==> config.mk <==
export PLATFORM = sky130hd
export DESIGN_NAME = flash_erase_seq
export DESIGN_NICKNAME = d
export VERILOG_FILES = /design/src/rtl/fes_pkg.sv /design/src/rtl/fes_cmd_latch.sv /design/src/rtl/fes_latch.sv /design/src/rtl/fes_erase_timer.sv /design/src/rtl/flash_erase_seq.sv
export SDC_FILE = /design/constraint.sdc
export NUM_CORES = 1
export LEC_CHECK = 0
export BUFFER_PORTS_ARGS = -buffer_cell sky130_fd_sc_hd__buf_2
export CORE_ASPECT_RATIO = 1.2
export CORE_MARGIN = 8
export CORE_UTILIZATION = 56
export DETAILED_ROUTE_END_ITERATION = 10
export PLACE_DENSITY = 0.79
export SYNTH_ARGS = -nofsm -noshare
export SYNTH_HDL_FRONTEND = slang
export SYNTH_SLANG_ARGS = --single-unit
==> constraint.sdc <==
create_clock -name clk -period 2.15 [get_ports clk]
set_clock_uncertainty 0.15 [all_clocks]
set_input_delay 0.215 -clock clk [delete_from_list [all_inputs] [get_ports clk]]
set_output_delay 0.215 -clock clk [all_outputs]
set_load 0.01 [all_outputs]
==> src/rtl/fes_pkg.sv <==
package fes_pkg;
  localparam logic [7:0] OP_WREN       = 8'h06;
  localparam logic [7:0] OP_WRDI       = 8'h04;
  localparam logic [7:0] OP_CHIP_ERASE = 8'hC7;
  localparam logic [7:0] OP_RDSR       = 8'h05;

  localparam int SR_BUSY  = 0;
  localparam int SR_LATCH = 1;
  localparam int SR_BP_LO = 2;

  typedef enum logic [1:0] {
    ACT_NONE,
    ACT_SET_LATCH,
    ACT_CLR_LATCH,
    ACT_ERASE
  } act_e;
endpackage

==> src/rtl/fes_cmd_latch.sv <==
module fes_cmd_latch
  import fes_pkg::*;
(
  input  logic       clk,
  input  logic       rst_n,
  input  logic       instr_valid_i,
  input  logic [7:0] instr_code_i,
  input  logic       cs_rise_i,
  input  logic       byte_aligned_i,
  output act_e       act_o
);
  logic       pend_q, pend_d;
  logic [7:0] code_q, code_d;

  always_comb begin
    pend_d = pend_q;
    code_d = code_q;
    if (cs_rise_i) begin
      pend_d = 1'b0;
    end else if (instr_valid_i) begin
      pend_d = 1'b1;
      code_d = instr_code_i;
    end
  end

  always_ff @(posedge clk or negedge rst_n) begin
    if (!rst_n) begin
      pend_q <= 1'b0;
      code_q <= 8'h00;
    end else begin
      pend_q <= pend_d;
      code_q <= code_d;
    end
  end

  always_comb begin
    act_o = ACT_NONE;
    if (cs_rise_i && byte_aligned_i && pend_q) begin
      case (code_q)
        OP_WREN:       act_o = ACT_SET_LATCH;
        OP_WRDI:       act_o = ACT_CLR_LATCH;
        OP_CHIP_ERASE: act_o = ACT_ERASE;
        default:       act_o = ACT_NONE;
      endcase
    end
  end
endmodule

==> src/rtl/fes_latch.sv <==
module fes_latch (
  input  logic clk,
  input  logic rst_n,
  input  logic set_i,
  input  logic clr_i,
  output logic q_o
);
  logic q_d;

  always_comb begin
    q_d = q_o;
    if (clr_i)      q_d = 1'b0;
    else if (set_i) q_d = 1'b1;
  end

  always_ff @(posedge clk or negedge rst_n) begin
    if (!rst_n) q_o <= 1'b0;
    else        q_o <= q_d;
  end
endmodule

==> src/rtl/fes_erase_timer.sv <==
module fes_erase_timer #(
  parameter int unsigned ERASE_CYCLES = 1000000
) (
  input  logic clk,
  input  logic rst_n,
  input  logic start_i,
  output logic busy_o,
  output logic last_o,
  output logic fire_o
);
  localparam int unsigned CNT_W = $clog2(ERASE_CYCLES + 1);
  localparam logic [CNT_W-1:0] LOAD = CNT_W'(ERASE_CYCLES - 1);

  logic [CNT_W-1:0] cnt_q, cnt_d;
  logic             busy_d, fire_d;

  assign last_o = busy_o && (cnt_q == '0);

  always_comb begin
    cnt_d  = cnt_q;
    busy_d = busy_o;
    fire_d = 1'b0;
    if (busy_o) begin
      if (last_o) begin
        busy_d = 1'b0;
        fire_d = 1'b1;
      end else begin
        cnt_d = cnt_q - CNT_W'(1);
      end
    end else if (start_i) begin
      busy_d = 1'b1;
      cnt_d  = LOAD;
    end
  end

  always_ff @(posedge clk or negedge rst_n) begin
    if (!rst_n) begin
      cnt_q  <= '0;
      busy_o <= 1'b0;
      fire_o <= 1'b0;
    end else begin
      cnt_q  <= cnt_d;
      busy_o <= busy_d;
      fire_o <= fire_d;
    end
  end
endmodule

==> src/rtl/flash_erase_seq.sv <==
module flash_erase_seq
  import fes_pkg::*;
#(
  parameter int unsigned ERASE_CYCLES = 1000000,
  parameter int unsigned BP_W         = 4
) (
  input  logic            clk,
  input  logic            rst_n,
  input  logic            instr_valid_i,
  input  logic [7:0]      instr_code_i,
  input  logic            cs_rise_i,
  input  logic            byte_aligned_i,
  input  logic [BP_W-1:0] bp_i,
  output logic [7:0]      status_o,
  output logic            erase_fire_o
);
  localparam int unsigned PAD_W = 8 - SR_BP_LO - BP_W;

  act_e act;
  logic busy, last, latch;
  logic latch_set, latch_clr, erase_go;

  fes_cmd_latch u_cmd (
    .clk            (clk),
    .rst_n          (rst_n),
    .instr_valid_i  (instr_valid_i),
    .instr_code_i   (instr_code_i),
    .cs_rise_i      (cs_rise_i),
    .byte_aligned_i (byte_aligned_i),
    .act_o          (act)
  );

  assign erase_go  = (act == ACT_ERASE) && latch && (bp_i == '0) && !busy;
  assign latch_set = (act == ACT_SET_LATCH) && !busy;
  assign latch_clr = ((act == ACT_CLR_LATCH) && !busy) || last;

  fes_latch u_wel (
    .clk   (clk),
    .rst_n (rst_n),
    .set_i (latch_set),
    .clr_i (latch_clr),
    .q_o   (latch)
  );

  fes_erase_timer #(.ERASE_CYCLES(ERASE_CYCLES)) u_tmr (
    .clk     (clk),
    .rst_n   (rst_n),
    .start_i (erase_go),
    .busy_o  (busy),
    .last_o  (last),
    .fire_o  (erase_fire_o)
  );

  generate
    if (PAD_W > 0) begin : g_pad
      assign status_o = {{PAD_W{1'b0}}, bp_i, latch, busy};
    end else begin : g_nopad
      assign status_o = {bp_i, latch, busy};
    end
  endgenerate
endmodule

==> reports/qor.txt, run 1 <==
outcome - finished clean
P&R area growth vs syn - 20.6%
top cells by area, synth - dfrtp_1 46%, mux2_2 5.1%, mux2i_1 4.0%
crit path launch type - flip-flop
max-cap check violation count - 0
type of the worst setup path - flip-flop to flip-flop
final wirelength - 4100 um
die width - 67.0 um
Row Count - 22
drt first pass iters - 4
Fin Setup TNS - 0 ps
IO Pins - 26
vias in the first global route - 1575
initial DRC count - 74
Synth warnings - 0
Worst EP arrival - 2160 ps
Final Hold Viols - 0
cells after synthesis - 171
full die area - 5180 sq um
crit path capture type - flip-flop
via count - 1514
# diodes - 0
unrepaired setup endpoints after global routing - yes
top cells by count, synth - 32 x dfrtp_1, 13 x o21ai_0, 11 x a21oi_1
routed vias/inst - 6.10
total track usage - 17.2%
Final setup viols - 0
post-synthesis register bit count - 32
CTS clock-pin slew for the worst setup and hold paths - 100 ps
worst slew pin tran - 712 ps
die span in y - 77.2 um
worst hold path type - input port to flip-flop
Final min period - 2050 ps
power per cell area - 517 nW/um^2
H-tree depth - 2
Slew Viols, Final - 0
most common cell in the netlist - dfrtp_1
clk buf depth - 2
nets - 230
initial antenna violation count - 0
number of port buffers - 23
clock root buffer - clkbuf_4
CP required - 2260 ps
largest area contributor in the netlist - dfrtp_1
Routed Antenna Nets - 0
CTS tree - yes
grt total ovfl - 0
CTS sink cnt - 32
CTS buffer count - 5
period utilisation layout - 95.2%
layout cells sized above 1 - 28.8%
Max Fanout on Critical Path - 13
initial core utilization - 57.8%
Placer Congestion - 0.814
ys async rst share - 100%
Slew HR - 52.4%
Post-Synthesis Cell Area - 1750 sq um
dpl cell area - 1890 sq um
worst-skew pair later-pin latency - 330 ps
Main synth FF type - dfrtp_1
routed len/inst - 16.5 um
DP Wirelength - 2870 um
IR drop worst, VDD - 0.583 mV
syn avg cell area - 10.2 sq um
post-synthesis sequential area ratio - 45.7%
P_leak - 0.807 nW
core area - 3030 sq um
post-route cell area - 2110 sq um
largest net degree at the start of global routing - 33
EDFF count, synth - 0
Achievable Freq - 0.489 GHz
DRC Markers - 0
distinct cell type count after synthesis - 45
top cell type's share of synthesized area - 45.7%
first-pass GRT wire length - 7060 um
state kept, by name (all words and copies together), names as in the netlist:
name,cells
u_cmd.pend_q,1
u_tmr.fire_o,1
u_tmr.busy_o,1
u_wel.q_o,1
u_tmr.cnt_q,20
u_cmd.code_q,8
cell families after synthesis:
group                    share of synthesized area (%)
buffers and inverters                             5.43
adder cells (fa/ha/maj)                           1.43
AO/OA/AOI/OAI                                     12.4
multiplexers                                      9.15
AND/OR/NAND/NOR                                   25.6
flip-flops                                        45.7
other                                            0.214
per-layer routing:
layer	up-vias	part of all wire (%)	GRT usage [%]
li1	716	-	-
met1	743	40	18.1
met2	44	53	30.1
met3	11	4.9	5.52
met4	0	2.2	6.71
met5	-	0	0
path summary, 6_finish.rpt:
path,cells past startpoint,slack [ps],start,to
min in group asynchronous,2,310,rst_n,u_tmr.cnt_q[0]
worst min-delay path,4,170,byte_aligned_i,u_wel.q_o
max in group asynchronous,2,1060,rst_n,u_tmr.busy_o
worst max register to register,6,100,u_tmr.cnt_q[0],u_tmr.cnt_q[12]
worst max-delay path,6,100,u_tmr.cnt_q[0],u_tmr.cnt_q[12]
worst min register to register,1,380,u_cmd.code_q[2],u_cmd.code_q[2]
worst max-delay path, cell delays in order, from the launching register on:
cell	delay [ps]
dfrtp_1	430
inv_1	90
ha_1	210
nor4b_2	160
and4_2	290
or4_1	490
a21oi_1	150
cells in the final DEF, fill, tap and decap left out, types with 2 or more instances in the layout:
cell type       n
nand2b_1        3
nor4_4          2
nor3_1          6
mux2i_1         7
dfrtp_1        31
ha_1            2
buf_2          23
nor2b_1         2
o31ai_1         4
buf_4          10
nor4_1          2
nand3_1         7
o21ai_0        12
inv_1           5
conb_1          2
a211o_1         2
or2_2           2
a21oi_1        11
or4_1           4
clkbuf_4        5
nor4bb_1        3
nand4_1         3
clkbuf_1        2
or3_1           4
mux2_2          8
nor2_1          8
nand2_1         7
dlygate4sd3_1  11
area by class of cell:
type	instances	area (sq um)
Sequential cell	32	802
Timing Repair Buffer	44	300
Multi-Input combinational cell	123	886
Clock buffer	8	58.8
Fill cell	229	917
Inverter	5	18.8
Tap cell	36	45.0
what timing repair did:
action / CTS / global route
hold endpoints to repair: 41 / 0
pin swaps: 1 / 1
setup endpoints to repair: 5 / 16
setup buffers: 2 / 1
hold buffers: 11 / 0
gates resized for setup: 1 / 8
gates cloned: 0 / 0
report_power, final:
group	switching (W)	internal, W
combinational	0.0000430	0.0000509
sequential	0.0000174	0.000625
clock	0.000194	0.000161
through the flow:
step / hold WS (ps) / util, % / std cells / worst slack, ps / power (W)
floorplan: -231 / - / 172 / 200 / 0.000697
global placement: 147 / 62.4 / 226 / 91.6 / 0.000724
detailed placement: 147 / 62.4 / 226 / -87.3 / 0.000730
CTS: 158 / 68.6 / 247 / 36.2 / 0.00110
global route: 209 / 69.7 / 248 / -5.43 / 0.00114
finish: 174 / 69.7 / 248 / 103 / 0.00109
(Power assumes the default switching activity.)
==> run 2, diff against run 1 <==
--- a/config.mk
+++ b/config.mk
@@ -8,9 +8,10 @@
 export BUFFER_PORTS_ARGS = -buffer_cell sky130_fd_sc_hd__buf_2
 export CORE_ASPECT_RATIO = 1.2
 export CORE_MARGIN = 8
-export CORE_UTILIZATION = 56
+export CORE_UTILIZATION = 57
 export DETAILED_ROUTE_END_ITERATION = 10
 export PLACE_DENSITY = 0.79
 export SYNTH_ARGS = -nofsm -noshare
 export SYNTH_HDL_FRONTEND = slang
+export SYNTH_HIERARCHICAL = 1
 export SYNTH_SLANG_ARGS = --single-unit
==> run 2 against run 1 <==
The run now ends with setup timing left. Synthesized cell count is 4.1% higher. Total power grew 17%. Maximum frequency shrank 35%. Final cell count increased by 21%. Count of clock-buffer cells in the layout down 2. Via count is 36% higher. Global-route usage up 10 points. Sequential share of layout area fell by 9.3 points. Critical path depth up 8. Die area increased by 3.4%. Critical endpoint is now u_wel/q_o. Largest cell class unchanged. Highest routed layer unchanged.
==> reports/qor.txt, run 2 <==
outcome - finished, violations left
violations in the final reports - setup timing
H-tree depth - 2 (unchanged)
Max Fanout on Critical Path - 4 (-9)
crit path capture type - flip-flop
combinational share of power - 12.0% (+3.4 points)
CTS buffer count - 5 (unchanged)
worst r2r src - u_cmd/code_q[7]
Synth warnings - 6 (+6)
Achievable Freq - 0.316 GHz (-35%)
period utilisation layout - 147% (+52 points)
worst hold path type - input port to async pin
Main synth FF type - dfrtp_1
Clock power frac - 37.2% (+4.6 points)
Final Hold Viols - 0 (unchanged)
sequential share of power - 50.8% (-8.0 points)
Pint - 0.000949 W (+13%)
IO Pins - 26 (unchanged)
biggest regs - u_tmr/cnt_q x20, u_cmd/code_q x8
largest net degree at the start of global routing - 33 (unchanged)
drt first pass iters - 5 (+1)
P&R area growth vs syn - 50.2%
Hold WS - 309 ps (+134 ps)
cells after synthesis - 178 (+4.1%)
syn avg cell area - 10.4 sq um (+2.0%)
full die area - 5350 sq um (+3.4%)
top cell type's share of synthesized area - 43.1% (-2.7 points)
top cells by area, synth - dfrtp_1 43%, mux2_2 4.8%, xnor2_1 3.8%
post-synthesis register bit count - 32 (unchanged)
CP required - 2260 ps (about the same)
total track usage - 27.7% (+10 points)
Final Power - 0.00128 W (+17%)
FILL cells - 104 (-55%)
# diodes - 0 (unchanged)
most frequent cells in the layout - 52 x buf_4, 32 x dfrtp_1, 23 x buf_2
type of the worst setup path - flip-flop to flip-flop
crit-path max cell delay - 540 ps (+50 ps)
EDFF count, synth - 0 (unchanged)
vias in the first global route - 2024 (+29%)
ys async rst share - 100% (unchanged)
CTS tree - yes
power per cell area - 459 nW/um^2 (-11%)
Slew Viols, Final - 0 (unchanged)
Placer Congestion - 0.937 (+15%)
CTS clock-pin slew for the worst setup and hold paths - 110 ps (about the same)
core area - 3080 sq um (+1.8%)
Sw Ratio - 26.0% (+2.7 points)
initial core utilization - 60.3% (+2.5 points)
via count - 2061 (+36%)
CP max-delay cell - or4_4
number of port buffers - 23 (unchanged)
distinct cell type count after synthesis - 54 (+20%)
crit path launch - u_cmd/code_q[7]
grt total ovfl - 0 (unchanged)
routed vias/inst - 6.85 (+12%)
max-cap check violation count - 0 (unchanged)
DP Wirelength - 3570 um (+24%)
worst-skew pair later-pin latency - 360 ps (+30 ps)
Setup WS post-layout - -1020 ps (-1120 ps)
worst slew pin tran - 823 ps (+111 ps)
clk buf depth - 2 (unchanged)
nets - 283 (+23%)
P_leak - 1.24 nW (+54%)
Switch Pwr - 0.000333 W (+31%)
top cells by count, synth - 32 x dfrtp_1, 12 x nor2_1, 10 x nand2_1
routed len/inst - 26.8 um (+62%)
CP delay by family, top - simple AND/OR/NAND/NOR gates
Post-Synthesis Cell Area - 1860 sq um (+6.2%)
flip-flop count of the largest register after layout - 20 (unchanged)
initial antenna violation count - 0 (unchanged)
die span in y - 78.6 um (+1.7%)
post-synthesis sequential area ratio - 43.1% (-2.7 points)
crit-path cells - or4_4, a211oi_4, buf_4, buf_4, buf_4, buf_4, buf_4, buf_4, buf_4, buf_4, buf_4, nor3b_2, or2_2, o21ba_1
Slew HR - 45.0% (-7.4 points)
Worst EP arrival - 3280 ps (+1120 ps)
most common cell in the netlist - dfrtp_1
CTS sink cnt - 32 (unchanged)
IR drop worst, VDD - 0.551 mV (-5.5%)
Biggest register - u_tmr/cnt_q
first-pass GRT wire length - 11100 um (+57%)
clock root buffer - clkbuf_4
critical path buffer and inverter count - 9 (+8)
initial DRC count - 282 (+280%)
most common cell after layout, fill and taps aside - buf_4
final wirelength - 8060 um (+96%)
largest area contributor in the netlist - dfrtp_1
DRC Markers - 0 (unchanged)
layout cells sized above 1 - 50.2% (+21 points)
Routed Antenna Nets - 0 (unchanged)
crit path launch type - flip-flop
most frequent CP cell - buf_4
Final setup viols - 22 (+22)
Row Count - 22 (unchanged)
Final min period - 3170 ps (+1120 ps)
die width - 68.1 um (+1.6%)
unrepaired setup endpoints after global routing - yes
run 2: cell count changes in the layout (fill, tap and decap cells not counted), moves of 5 or more:
cell,change
xnor2_1,+8
nor3_4,+5
mux2i_1,-6
buf_4,+42
nand3_1,-5
o21ai_0,-11
a21oi_1,-8
run 2: layer usage:
layer	track usage, %	share of wire, %
met2	45.4	49
met1	30.5	34
met5	0	0
met3	9.52	9.9
met4	14.0	6.7
run 2: cells by family after synthesis:
family / Yosys count / synth area share, %
buf+inv: 19 / 5.92
other cells: 1 / 0.202
flops: 32 / 43.1
mux: 9 / 5.38
simple gates: 84 / 30.0
fa+ha+maj: 2 / 1.35
xor+xnor: 8 / 3.77
compound gates: 23 / 10.3
run 2: final cells by class:
| cell class | count | area (sq um) | area share [%] |
|---|---|---|---|
| multi-input combinational | 128 | 1160 | 41.5 |
| sequential | 32 | 801 | 28.7 |
| timing repair buffer | 91 | 689 | 24.7 |
| tap | 36 | 45.0 | 1.61 |
| clock buffer | 6 | 41.3 | 1.48 |
| clock inverter | 2 | 35.0 | 1.25 |
| inverter | 6 | 22.5 | 0.806 |
run 2: path summary, 6_finish.rpt:
path	end	slack, ps	cells past startpoint
worst min-delay path	u_cmd/code_q[4]	310	2
worst min register to register	u_cmd/code_q[4]	390	1
worst max-delay path	u_wel/q_o	-1020	14
min in group clk	u_cmd/code_q[4]	390	1
max in group asynchronous	u_tmr/cnt_q[15]	1040	2
worst max register to register	u_wel/q_o	-1020	14
run 2: power groups by stage:
stage,logic [W],registers (W),clock network [W]
detailed placement,0.000106,0.000656,0
global placement,0.0000989,0.000651,0
CTS,0.000123,0.000644,0.000459
global route,0.000160,0.000653,0.000508
finish,0.000153,0.000652,0.000477
floorplan,0.0000546,0.000653,0
run 2: per-stage QoR:
stage | setup WS (ps) | cell area (sq um) | util [%] | setup TNS, ps | cells
2_1_floorplan | -700 | 1910 | - | -4900 | 179
3_3_place_gp | -542 | 2270 | 73.7 | -6140 | 263
3_5_place_dp | -733 | 2270 | 73.7 | -8740 | 263
4_1_cts | -631 | 2680 | 86.8 | -7480 | 295
5_1_grt | -1050 | 2790 | 90.6 | -17410 | 301
6_report | -1020 | 2790 | 90.6 | -15640 | 301
run 2: what timing repair did:
action,CTS,global route
gates resized for setup,22,14
hold buffers,11,0
hold endpoints to repair,41,0
gates cloned,0,0
setup buffers,15,7
pin swaps,18,8
endpoints found under the setup margin,22,22
run 2: worst register-to-register path: stages (launching register included):
cell	delay, ps
dfrtp_1	470
or4_4	540
a211oi_4	290
buf_4	160
buf_4	100
buf_4	110
buf_4	100
buf_4	100
buf_4	90
buf_4	100
buf_4	90
buf_4	100
nor3b_2	340
or2_2	190
o21ba_1	150
==> run 3, diff against run 2 <==
--- a/config.mk
+++ b/config.mk
@@ -6,11 +6,13 @@
 export NUM_CORES = 1
 export LEC_CHECK = 0
 export BUFFER_PORTS_ARGS = -buffer_cell sky130_fd_sc_hd__buf_2
+export CELL_PAD_IN_SITES_DETAIL_PLACEMENT = 1
+export CELL_PAD_IN_SITES_GLOBAL_PLACEMENT = 1
 export CORE_ASPECT_RATIO = 1.2
 export CORE_MARGIN = 8
-export CORE_UTILIZATION = 57
+export CORE_UTILIZATION = 44
 export DETAILED_ROUTE_END_ITERATION = 10
-export PLACE_DENSITY = 0.79
+export PLACE_DENSITY = 0.88
 export SYNTH_ARGS = -nofsm -noshare
 export SYNTH_HDL_FRONTEND = slang
 export SYNTH_HIERARCHICAL = 1
==> run 3 against run 2 <==
The flow still finishes with violations (setup timing). Worst setup slack lost 94 ps. Total power rose by 12%. Final area rose by 4.7%. Clock power up 39%. First-iteration DRC count fell by 67%. Sequential share of layout area down 1.3 points. Sequential cell count unchanged. Sequential power down 0.6%. Count of clock-buffer cells in the layout increased by 1. Register-to-register slack worse by 90 ps. Critical path type unchanged. Largest power group is now the clock network.
==> reports/qor.txt, run 3 (synthesis results as in run 2) <==
outcome - finished, violations left
violations in the final reports - setup timing
H-tree depth - 2 (unchanged)
Worst EP arrival - 3330 ps (+50 ps)
FILL cells - 419 (+300%)
vias in the first global route - 2083 (+2.9%)
initial antenna violation count - 0 (unchanged)
Biggest register - u_tmr/cnt_q
drt first pass iters - 4 (-1)
top routing layer used - met4
crit path capture type - flip-flop
clock root buffer - clkbuf_8
DP Wirelength - 4160 um (+16%)
CTS clock-pin slew for the worst setup and hold paths - 80 ps (-30 ps)
met1 wire length - 3130 um (+14%)
final wirelength - 8740 um (+8.5%)
sequential share of power - 45.0% (-5.8 points)
CP required - 2220 ps (-40 ps)
worst hold path type - input port to flip-flop
Achievable Freq - 0.307 GHz (-2.9%)
Pint - 0.00110 W (+16%)
number of port buffers - 23 (unchanged)
Row Count - 26 (+18%)
initial DRC count - 92 (-67%)
routed len/inst - 27.7 um (+3.3%)
type of the worst setup path - flip-flop to flip-flop
CTS buffer count - 5 (unchanged)
clk buf depth - 2 (unchanged)
die width - 75.3 um (+11%)
met3 wire len - 527 um (-34%)
Routed Antenna Nets - 0 (unchanged)
Switch Pwr - 0.000339 W (+1.7%)
Placer Congestion - 0.855 (-8.7%)
CTS sink cnt - 32 (unchanged)
nets - 278 (-1.8%)
first-pass GRT wire length - 11700 um (+5.5%)
initial core utilization - 44.7% (-16 points)
Sw Ratio - 23.6% (-2.4 points)
flip-flop count of the largest register after layout - 20 (unchanged)
Final Hold Viols - 0 (unchanged)
die span in y - 87.2 um (+11%)
layout cells sized above 1 - 58.8% (+8.7 points)
full die area - 6570 sq um (+23%)
pre-CTS WS - -791 ps (-58.6 ps)
Final min period - 3260 ps (+93.5 ps)
via count - 1922 (-6.7%)
worst-skew pair later-pin latency - 300 ps (-60 ps)
period utilisation layout - 152% (+4.4 points)
biggest regs - u_tmr/cnt_q x20, u_cmd/code_q x8
Clock power frac - 46.2% (+9.0 points)
largest net degree at the start of global routing - 33 (unchanged)
R2R cell count - 9 (-5)
dpl cell area - 2340 sq um (+3.1%)
routed vias/inst - 6.08 (-11%)
CTS tree - yes
core area - 4160 sq um (+35%)
most frequent cells in the layout - 53 x buf_4, 32 x dfrtp_1, 23 x buf_2
Slew Viols, Final - 0 (unchanged)
Worst Hold Path Cells - 2
post-route cell area - 2930 sq um (+4.7%)
combinational share of power - 8.8% (-3.2 points)
Slew HR - 51.7% (+6.7 points)
Max Fanout on Critical Path - 3 (-1)
Detail Route met2 WL - 4610 um (+16%)
worst slew pin tran - 725 ps (-98.3 ps)
IO Pins - 26 (unchanged)
P_leak - 1.28 nW (+3.1%)
DRC Markers - 0 (unchanged)
grt total ovfl - 0 (unchanged)
P&R area growth vs syn - 57.3%
most common cell after layout, fill and taps aside - buf_4
max-cap check violation count - 0 (unchanged)
crit path launch type - flip-flop
Setup WS post-layout - -1110 ps (-93.5 ps)
total track usage - 25.7% (-2.0 points)
IR drop worst, VDD - 0.398 mV (-28%)
# diodes - 0 (unchanged)
Final setup viols - 22 (unchanged)
power per cell area - 492 nW/um^2 (+7.1%)
unrepaired setup endpoints after global routing - yes
[run 3: layout make-up]
type / count / area (sq um) / share of cell area (%)
multi-input combinational: 128 / 1250 / 42.9
sequential: 32 / 801 / 27.4
timing repair buffer: 86 / 651 / 22.2
clock buffer: 7 / 96.3 / 3.29
tap: 56 / 70.1 / 2.40
clock inverter: 1 / 30.0 / 1.03
inverter: 6 / 22.5 / 0.770
[run 3: critical path, cell delays in order (launching register included)]
cell	delay (ps)
dfrtp_1	410
or3_1	390
a211oi_2	300
nand2b_1	230
nor4b_4	440
or2_4	190
nand4_1	170
or2_1	330
or4_4	420
a21oi_2	140
[run 3: power groups by stage]
stage | clock [W] | sequential, W | combinational, W
after global routing | 0.000690 | 0.000649 | 0.000134
after global placement | 0 | 0.000652 | 0.000104
after detailed placement | 0 | 0.000655 | 0.000110
after CTS | 0.000666 | 0.000643 | 0.000118
final | 0.000664 | 0.000648 | 0.000127
after floorplan | 0 | 0.000653 | 0.0000546
[run 3: worst paths after layout]
path / from / to / slack (ps)
worst max-delay path: u_cmd/code_q[0] / u_tmr/cnt_q[15] / -1110
min in group asynchronous: rst_n / u_cmd/code_q[0] / 380
worst min-delay path: instr_code_i[7] / u_cmd/code_q[7] / 10
worst min register to register: u_cmd/code_q[5] / u_cmd/code_q[5] / 380
worst max register to register: u_cmd/code_q[0] / u_tmr/cnt_q[15] / -1110
max in group asynchronous: rst_n / u_tmr/cnt_q[19] / 1010
[run 3: routing by layer]
metal	up-vias	track usage, %
li1	801	-
met1	990	23.8
met2	95	46.5
met3	36	5.53
met4	0	19.6
met5	-	0
[run 3: timing repair]
action | 4_1_cts | 5_1_grt
setup buffers | 15 | 11
resized for setup | 28 | 28
pin swaps | 18 | 15
gates cloned | 0 | 0
endpoints found under the setup margin | 22 | 22
endpoints found under the hold margin | 32 | 0
hold buffers | 1 | 0
[run 3: metrics by stage]
| stage | std cells | hold slack, ps | total power [W] | setup TNS (ps) | util [%] |
|---|---|---|---|---|---|
| after floorplan | 179 | -231 | 0.000707 | -4900 | - |
| after global placement | 289 | 156 | 0.000755 | -6660 | 56.2 |
| after detailed placement | 289 | 165 | 0.000765 | -10480 | 56.2 |
| after CTS | 311 | 1.47 | 0.00143 | -8480 | 66.1 |
| after global routing | 316 | 7.88 | 0.00147 | -19070 | 70.3 |
| final | 316 | 14.4 | 0.00144 | -16850 | 70.3 |
